[config.mk]
export PLATFORM = sky130hd
export DESIGN_NAME = sync_serial_slave
export DESIGN_NICKNAME = d
export VERILOG_FILES = /design/src/rtl/sslv_pkg.sv /design/src/rtl/sslv_edge.sv /design/src/rtl/sslv_rx.sv /design/src/rtl/sslv_tx.sv /design/src/rtl/sync_serial_slave.sv
export SDC_FILE = /design/constraint.sdc
export NUM_CORES = 1
export LEC_CHECK = 0
export BUFFER_PORTS_ARGS = -buffer_cell sky130_fd_sc_hd__buf_2
export CORE_MARGIN = 1.5
export CORE_UTILIZATION = 55
export CTS_CLUSTER_DIAMETER = 150
export CTS_CLUSTER_SIZE = 40
export DETAILED_ROUTE_END_ITERATION = 16
export PLACE_DENSITY = 0.78
export SYNTH_ARGS = -nofsm -noshare
export SYNTH_HDL_FRONTEND = slang
export SYNTH_HIERARCHICAL = 1
export SYNTH_SLANG_ARGS = --single-unit
[constraint.sdc]
create_clock -name clk -period 1.85 [get_ports clk]
set_input_delay 0.2775 -clock clk [delete_from_list [all_inputs] [get_ports clk]]
set_output_delay 0.2775 -clock clk [all_outputs]
set_load 0.1 [all_outputs]
[src/rtl/sslv_pkg.sv]
package sslv_pkg;

    typedef enum logic [0:0] {
        RX_IDLE  = 1'b0,
        RX_SHIFT = 1'b1
    } rx_state_t;

    typedef enum logic [1:0] {
        TX_IDLE  = 2'd0,
        TX_ARMED = 2'd1,
        TX_SEND  = 2'd2
    } tx_state_t;

endpackage

[src/rtl/sslv_edge.sv]
module sslv_edge #(
    parameter int SYNC_STAGES = 2
) (
    input  logic clk,
    input  logic rst_n,
    input  logic ser_clk_i,
    input  logic ser_fs_i,
    input  logic ser_rx_i,
    output logic rise_o,
    output logic fall_o,
    output logic fs_o,
    output logic rx_o
);
    localparam int LANES = 3;

    logic [LANES-1:0] raw;
    logic [LANES-1:0] synced;
    logic             clk_prev_q;

    assign raw = {ser_clk_i, ser_fs_i, ser_rx_i};

    // one synchronizer chain per host input, all of equal depth
    for (genvar g = 0; g < LANES; g++) begin : g_lane
        logic [SYNC_STAGES-1:0] chain_q;
        always_ff @(posedge clk or negedge rst_n) begin
            if (!rst_n) begin
                chain_q <= '0;
            end else begin
                chain_q <= (chain_q << 1) | SYNC_STAGES'(raw[g]);
            end
        end
        assign synced[g] = chain_q[SYNC_STAGES-1];
    end

    always_ff @(posedge clk or negedge rst_n) begin
        if (!rst_n) begin
            clk_prev_q <= 1'b0;
        end else begin
            clk_prev_q <= synced[2];
        end
    end

    assign rise_o = synced[2] & ~clk_prev_q;
    assign fall_o = ~synced[2] & clk_prev_q;
    assign fs_o   = synced[1];
    assign rx_o   = synced[0];

endmodule

[src/rtl/sslv_rx.sv]
module sslv_rx
    import sslv_pkg::*;
#(
    parameter int WORD_W = 16
) (
    input  logic              clk,
    input  logic              rst_n,
    input  logic              fall_i,
    input  logic              fs_i,
    input  logic              rx_i,
    output logic [WORD_W-1:0] word_o,
    output logic              valid_o
);
    localparam int CNT_W = $clog2(WORD_W);

    rx_state_t          state_q, state_d;
    logic [CNT_W-1:0]   cnt_q;
    logic [WORD_W-1:0]  shift_q;
    logic [WORD_W-1:0]  shift_nx;
    logic               last_bit;

    assign last_bit = (state_q == RX_SHIFT) && (cnt_q == CNT_W'(WORD_W - 1));
    assign shift_nx = {shift_q[WORD_W-2:0], rx_i};

    // state register
    always_ff @(posedge clk or negedge rst_n) begin
        if (!rst_n) begin
            state_q <= RX_IDLE;
        end else begin
            state_q <= state_d;
        end
    end

    // transitions: frame_start, word_done, resync
    always_comb begin
        state_d = state_q;
        if (fall_i) begin
            unique case (state_q)
                RX_IDLE:  if (fs_i) state_d = RX_SHIFT;
                RX_SHIFT: begin
                    if (fs_i)          state_d = RX_SHIFT;
                    else if (last_bit) state_d = RX_IDLE;
                end
                default:  state_d = RX_IDLE;
            endcase
        end
    end

    // outputs and datapath
    always_ff @(posedge clk or negedge rst_n) begin
        if (!rst_n) begin
            cnt_q   <= '0;
            shift_q <= '0;
            word_o  <= '0;
            valid_o <= 1'b0;
        end else begin
            valid_o <= 1'b0;
            if (fall_i) begin
                if (state_q == RX_SHIFT) begin
                    shift_q <= shift_nx;
                    cnt_q   <= cnt_q + CNT_W'(1);
                    if (last_bit) begin
                        word_o  <= shift_nx;
                        valid_o <= 1'b1;
                    end
                end
                if (fs_i) begin
                    cnt_q <= '0;
                end
            end
        end
    end

endmodule

[src/rtl/sslv_tx.sv]
module sslv_tx
    import sslv_pkg::*;
#(
    parameter int WORD_W = 16
) (
    input  logic              clk,
    input  logic              rst_n,
    input  logic              rise_i,
    input  logic              fall_i,
    input  logic              fs_i,
    input  logic [WORD_W-1:0] data_i,
    input  logic              valid_i,
    output logic              ready_o,
    output logic              underrun_o,
    output logic              txd_o
);
    localparam int CNT_W = $clog2(WORD_W);

    tx_state_t          state_q, state_d;
    logic [CNT_W-1:0]   cnt_q;
    logic [WORD_W-1:0]  shift_q;
    logic [WORD_W-1:0]  hold_q;
    logic               hold_full_q;
    logic               frame_start;

    assign frame_start = fall_i & fs_i;
    assign ready_o     = ~hold_full_q;

    // state register
    always_ff @(posedge clk or negedge rst_n) begin
        if (!rst_n) begin
            state_q <= TX_IDLE;
        end else begin
            state_q <= state_d;
        end
    end

    // transitions: frame_start, first_bit, last_bit
    always_comb begin
        state_d = state_q;
        if (frame_start) begin
            state_d = TX_ARMED;
        end else if (rise_i) begin
            unique case (state_q)
                TX_IDLE:  state_d = TX_IDLE;
                TX_ARMED: state_d = TX_SEND;
                TX_SEND:  if (cnt_q == CNT_W'(WORD_W - 1)) state_d = TX_IDLE;
                default:  state_d = TX_IDLE;
            endcase
        end
    end

    // outputs and datapath
    always_ff @(posedge clk or negedge rst_n) begin
        if (!rst_n) begin
            cnt_q       <= '0;
            shift_q     <= '0;
            hold_q      <= '0;
            hold_full_q <= 1'b0;
            underrun_o  <= 1'b0;
            txd_o       <= 1'b0;
        end else begin
            underrun_o <= 1'b0;
            if (valid_i && !hold_full_q) begin
                hold_q      <= data_i;
                hold_full_q <= 1'b1;
            end
            if (frame_start) begin
                cnt_q <= '0;
                if (hold_full_q) begin
                    shift_q     <= hold_q;
                    hold_full_q <= 1'b0;
                end else begin
                    shift_q    <= '0;
                    underrun_o <= 1'b1;
                end
            end else if (rise_i) begin
                if (state_q != TX_IDLE) begin
                    txd_o   <= shift_q[WORD_W-1];
                    shift_q <= {shift_q[WORD_W-2:0], 1'b0};
                    cnt_q   <= cnt_q + CNT_W'(1);
                end else begin
                    txd_o <= 1'b0;
                end
            end
        end
    end

endmodule

[src/rtl/sync_serial_slave.sv]
module sync_serial_slave #(
    parameter int WORD_W      = 16,
    parameter int SYNC_STAGES = 2
) (
    input  logic              clk,
    input  logic              rst_n,
    input  logic              ser_clk_i,
    input  logic              ser_fs_i,
    input  logic              ser_rx_i,
    output logic              ser_tx_o,
    output logic [WORD_W-1:0] rx_data_o,
    output logic              rx_valid_o,
    input  logic [WORD_W-1:0] tx_data_i,
    input  logic              tx_valid_i,
    output logic              tx_ready_o,
    output logic              tx_underrun_o
);
    logic ser_rise;
    logic ser_fall;
    logic fs_s;
    logic rx_s;

    sslv_edge #(.SYNC_STAGES(SYNC_STAGES)) u_edge (
        .clk       (clk),
        .rst_n     (rst_n),
        .ser_clk_i (ser_clk_i),
        .ser_fs_i  (ser_fs_i),
        .ser_rx_i  (ser_rx_i),
        .rise_o    (ser_rise),
        .fall_o    (ser_fall),
        .fs_o      (fs_s),
        .rx_o      (rx_s)
    );

    sslv_rx #(.WORD_W(WORD_W)) u_rx (
        .clk     (clk),
        .rst_n   (rst_n),
        .fall_i  (ser_fall),
        .fs_i    (fs_s),
        .rx_i    (rx_s),
        .word_o  (rx_data_o),
        .valid_o (rx_valid_o)
    );

    sslv_tx #(.WORD_W(WORD_W)) u_tx (
        .clk        (clk),
        .rst_n      (rst_n),
        .rise_i     (ser_rise),
        .fall_i     (ser_fall),
        .fs_i       (fs_s),
        .data_i     (tx_data_i),
        .valid_i    (tx_valid_i),
        .ready_o    (tx_ready_o),
        .underrun_o (tx_underrun_o),
        .txd_o      (ser_tx_o)
    );

endmodule

==> flow_summary.toml <==
[layout]
area_growth_pct = 15.0
nNetsFinal = 335
drive_gt1_share_pct = 38.0
n_antenna_cell = 0

[job]
max_cap_viol_count = 0

[sta]
fin_crit_ns = 1.72
finClkSkew_ns = 0.00847
rsz0062_at_grt = "false"
finalSetupViolCount = 0
hold_violations = 0
max_slew.worst_pin.slew_ns = 0.511
holdWs_ns = 0.0409
max_freq_ghz = 0.581
maxSlewViolCount = 0
period_share_pct = 93.0
setup_ws_ns = 0.129
max_slew_margin_pct = 65.9
setup_tns_ns = 0

[logic_synthesis]
avgSynthCellArea_um2 = 13.1
synth_seq_area_share_pct = 61.2
synth_top_area_share_pct = 61.2
synthArstFlopShare_pct = 100
syn-num-nets = 290
synth.top_cells.by_count = "dfrtp_1, a21oi_1, mux2_2, nand2_1, mux2_4"
synth_area_leaders = "dfrtp_1, mux2_2, a21oi_1"
synth-warning-count = 6
synth_area_leader_cell = "dfrtp_1"
synth.distinct_cells = 37
synth_area_mm2 = 0.00347
ys_ff_latch = 85
netlist_instances = 266
synth-main-ff-cell = "dfrtp_1"
synth_edf_count = 0
synth.most_common_cell = "dfrtp_1"

[placement]
place.detailed.hpwl_um = 3620
io_buffers = 41
gp_congestion = 0.721
pre_cts_ws_ns = 0.158

[routing]
drt_iter0_drc = 158
viasPerCell = 5.51
avgRoutedWirePerCell_um = 14.9
drc_errors = 0
drt-total-wl_um = 5810
drt_first_pass_iters = 4
vias = 2154
postRouteAntennaNets = 0

[floorplan]
start_util_pct = 57.6
core_mm2 = 0.00603
die_w_um = 82.5
dieArea_mm2 = 0.00680
row_count = 28
fp.dieH_um = 82.5
ios = 42

[clocking]
cts_setup_buffers = 0
cts_buffer_depth = 2
cts_max_level = 3
cts_buffers = 9
cts.reportedPaths.clkPinSlew_ns = 0.08
ctsResizeCount = 0
cts_tree = "done"
cts_sinks = 85
clock_latency_ns = 0.34
cts_root_buf = "clkbuf_8"

[setup_path]
worstSetupStartpointType = "register"
required_ns = 2.07
cpMaxStageDelayCell = "dfrtp_1"
worstSetupEndpointType = "register"
path_class = "reg2reg"
critPathMaxFanout = 17
arrival_ns = 1.94
worstPathCellList = "and2b_2 > nand2_8 > nor2_8 > mux2_2"
regToRegSetupSlack_ns = 0.13
slowest_delay_ns = 0.39

[pwr]
power.density_mw_per_mm2 = 1320
totalPowerFinal_w = 0.00527
irDropWorstVdd_v = 0.00108
p_leak_nw = 1.93

[global_routing]
grt_max_degree = 55
grt_antenna_before_repair = 0
grt_overflow_total = 0
grt_usage_pct = 19.7
grt_pass1_vias = 2031
grt_pass1_wl_um = 9830

[status]
outcome = "finished, final reports clean"

[hold_path]
min_path_type = "in2reg"
worst paths after layout:
check                                            startpoint                     endpoint  cells past startpoint
min in group asynchronous                             rst_n              u_rx/shift_q[5]                      2
worst max register to register  u_edge/g_lane[2].chain_q[1]               u_rx/word_o[5]                      4
worst min register to register  u_edge/g_lane[1].chain_q[0]  u_edge/g_lane[1].chain_q[1]                      0
worst max-delay path            u_edge/g_lane[2].chain_q[1]               u_rx/word_o[5]                      4
worst min-delay path                              ser_clk_i  u_edge/g_lane[2].chain_q[0]                      1
max in group asynchronous                             rst_n                u_tx/cnt_q[0]                      3
where the power goes:
part / total, W / switching (W) / leakage [nW] / internal [W]
logic: 0.000999 / 0.000521 / 0.754 / 0.000478
clock network: 0.00157 / 0.000638 / 0.119 / 0.000931
registers: 0.00270 / 0.000329 / 1.06 / 0.00237
per-layer routing:
metal	track usage [%]	share of wire, %
met5	0	0
met4	10.8	1.4
met3	3.85	4.4
met2	28.8	48
met1	27.6	47
worst max-delay path: cells and delay by family (launching register included):
family / cells / cell delay, ns
multiplexers: 1 / 0.39
AND/OR/NAND/NOR: 3 / 0.81
flip-flops: 1 / 0.39
what timing repair did:
| item | 4_1_cts | 5_1_grt |
|---|---|---|
| endpoints found under the setup margin | 0 | 0 |
| hold buffers | 1 | 0 |
| hold endpoints to repair | 31 | 0 |
layout by cell type (no fill, tap or decap), types with 2 or more instances in the layout:
| cell | instances |
|---|---|
| buf_2 | 40 |
| ha_1 | 2 |
| dfrtp_1 | 85 |
| a21oi_1 | 49 |
| inv_1 | 6 |
| a22o_1 | 2 |
| nor2_1 | 3 |
| mux2_4 | 9 |
| o22ai_1 | 3 |
| o21ai_0 | 4 |
| mux2_2 | 39 |
| o21a_1 | 2 |
| clkinvlp_4 | 2 |
| buf_4 | 8 |
| nor2b_1 | 2 |
| nand2_1 | 22 |
| nand3_1 | 5 |
| clkbuf_8 | 10 |
| bufinv_16 | 3 |
per-stage QoR:
step / cell area (um^2) / cells / util [%]
3_5_place_dp: 3740 / 374 / 62.0
5_1_grt: 3990 / 391 / 66.3
4_1_cts: 3990 / 391 / 66.3
6_report: 3990 / 391 / 66.3
3_3_place_gp: 3740 / 374 / 62.0
2_1_floorplan: 3470 / 266 / -
flip-flops by register name, indices dropped and copies added, names as in the netlist:
register	flops
u_rx/cnt_q	4
u_rx/word_o	16
u_tx/cnt_q	4
u_rx/valid_o	1
u_edge/clk_prev_q	1
u_rx/state_q	1
u_edge/g_lane.chain_q	6
u_tx/txd_o	1
u_tx/hold_full_q	1
u_tx/state_q	2
u_tx/shift_q	16
u_tx/hold_q	16
u_rx/shift_q	15
u_tx/underrun_o	1
logic make-up after synthesis:
group	synth area share, %
flops	61.2
simple gates	6.84
mux	16.5
compound gates	10.3
xor+xnor	0.504
fa+ha+maj	0.720
buf+inv	3.85
layout make-up:
type	count	area, um^2
flip-flops and latches	85	2130
fillers	452	2030
multi-input cells	159	1210
repair buffers	50	290
clock buffers	10	138
clock inverters	6	110
well taps	75	93.8
inverters	6	22.5
Note: power is estimated with default switching activity, not from simulation.
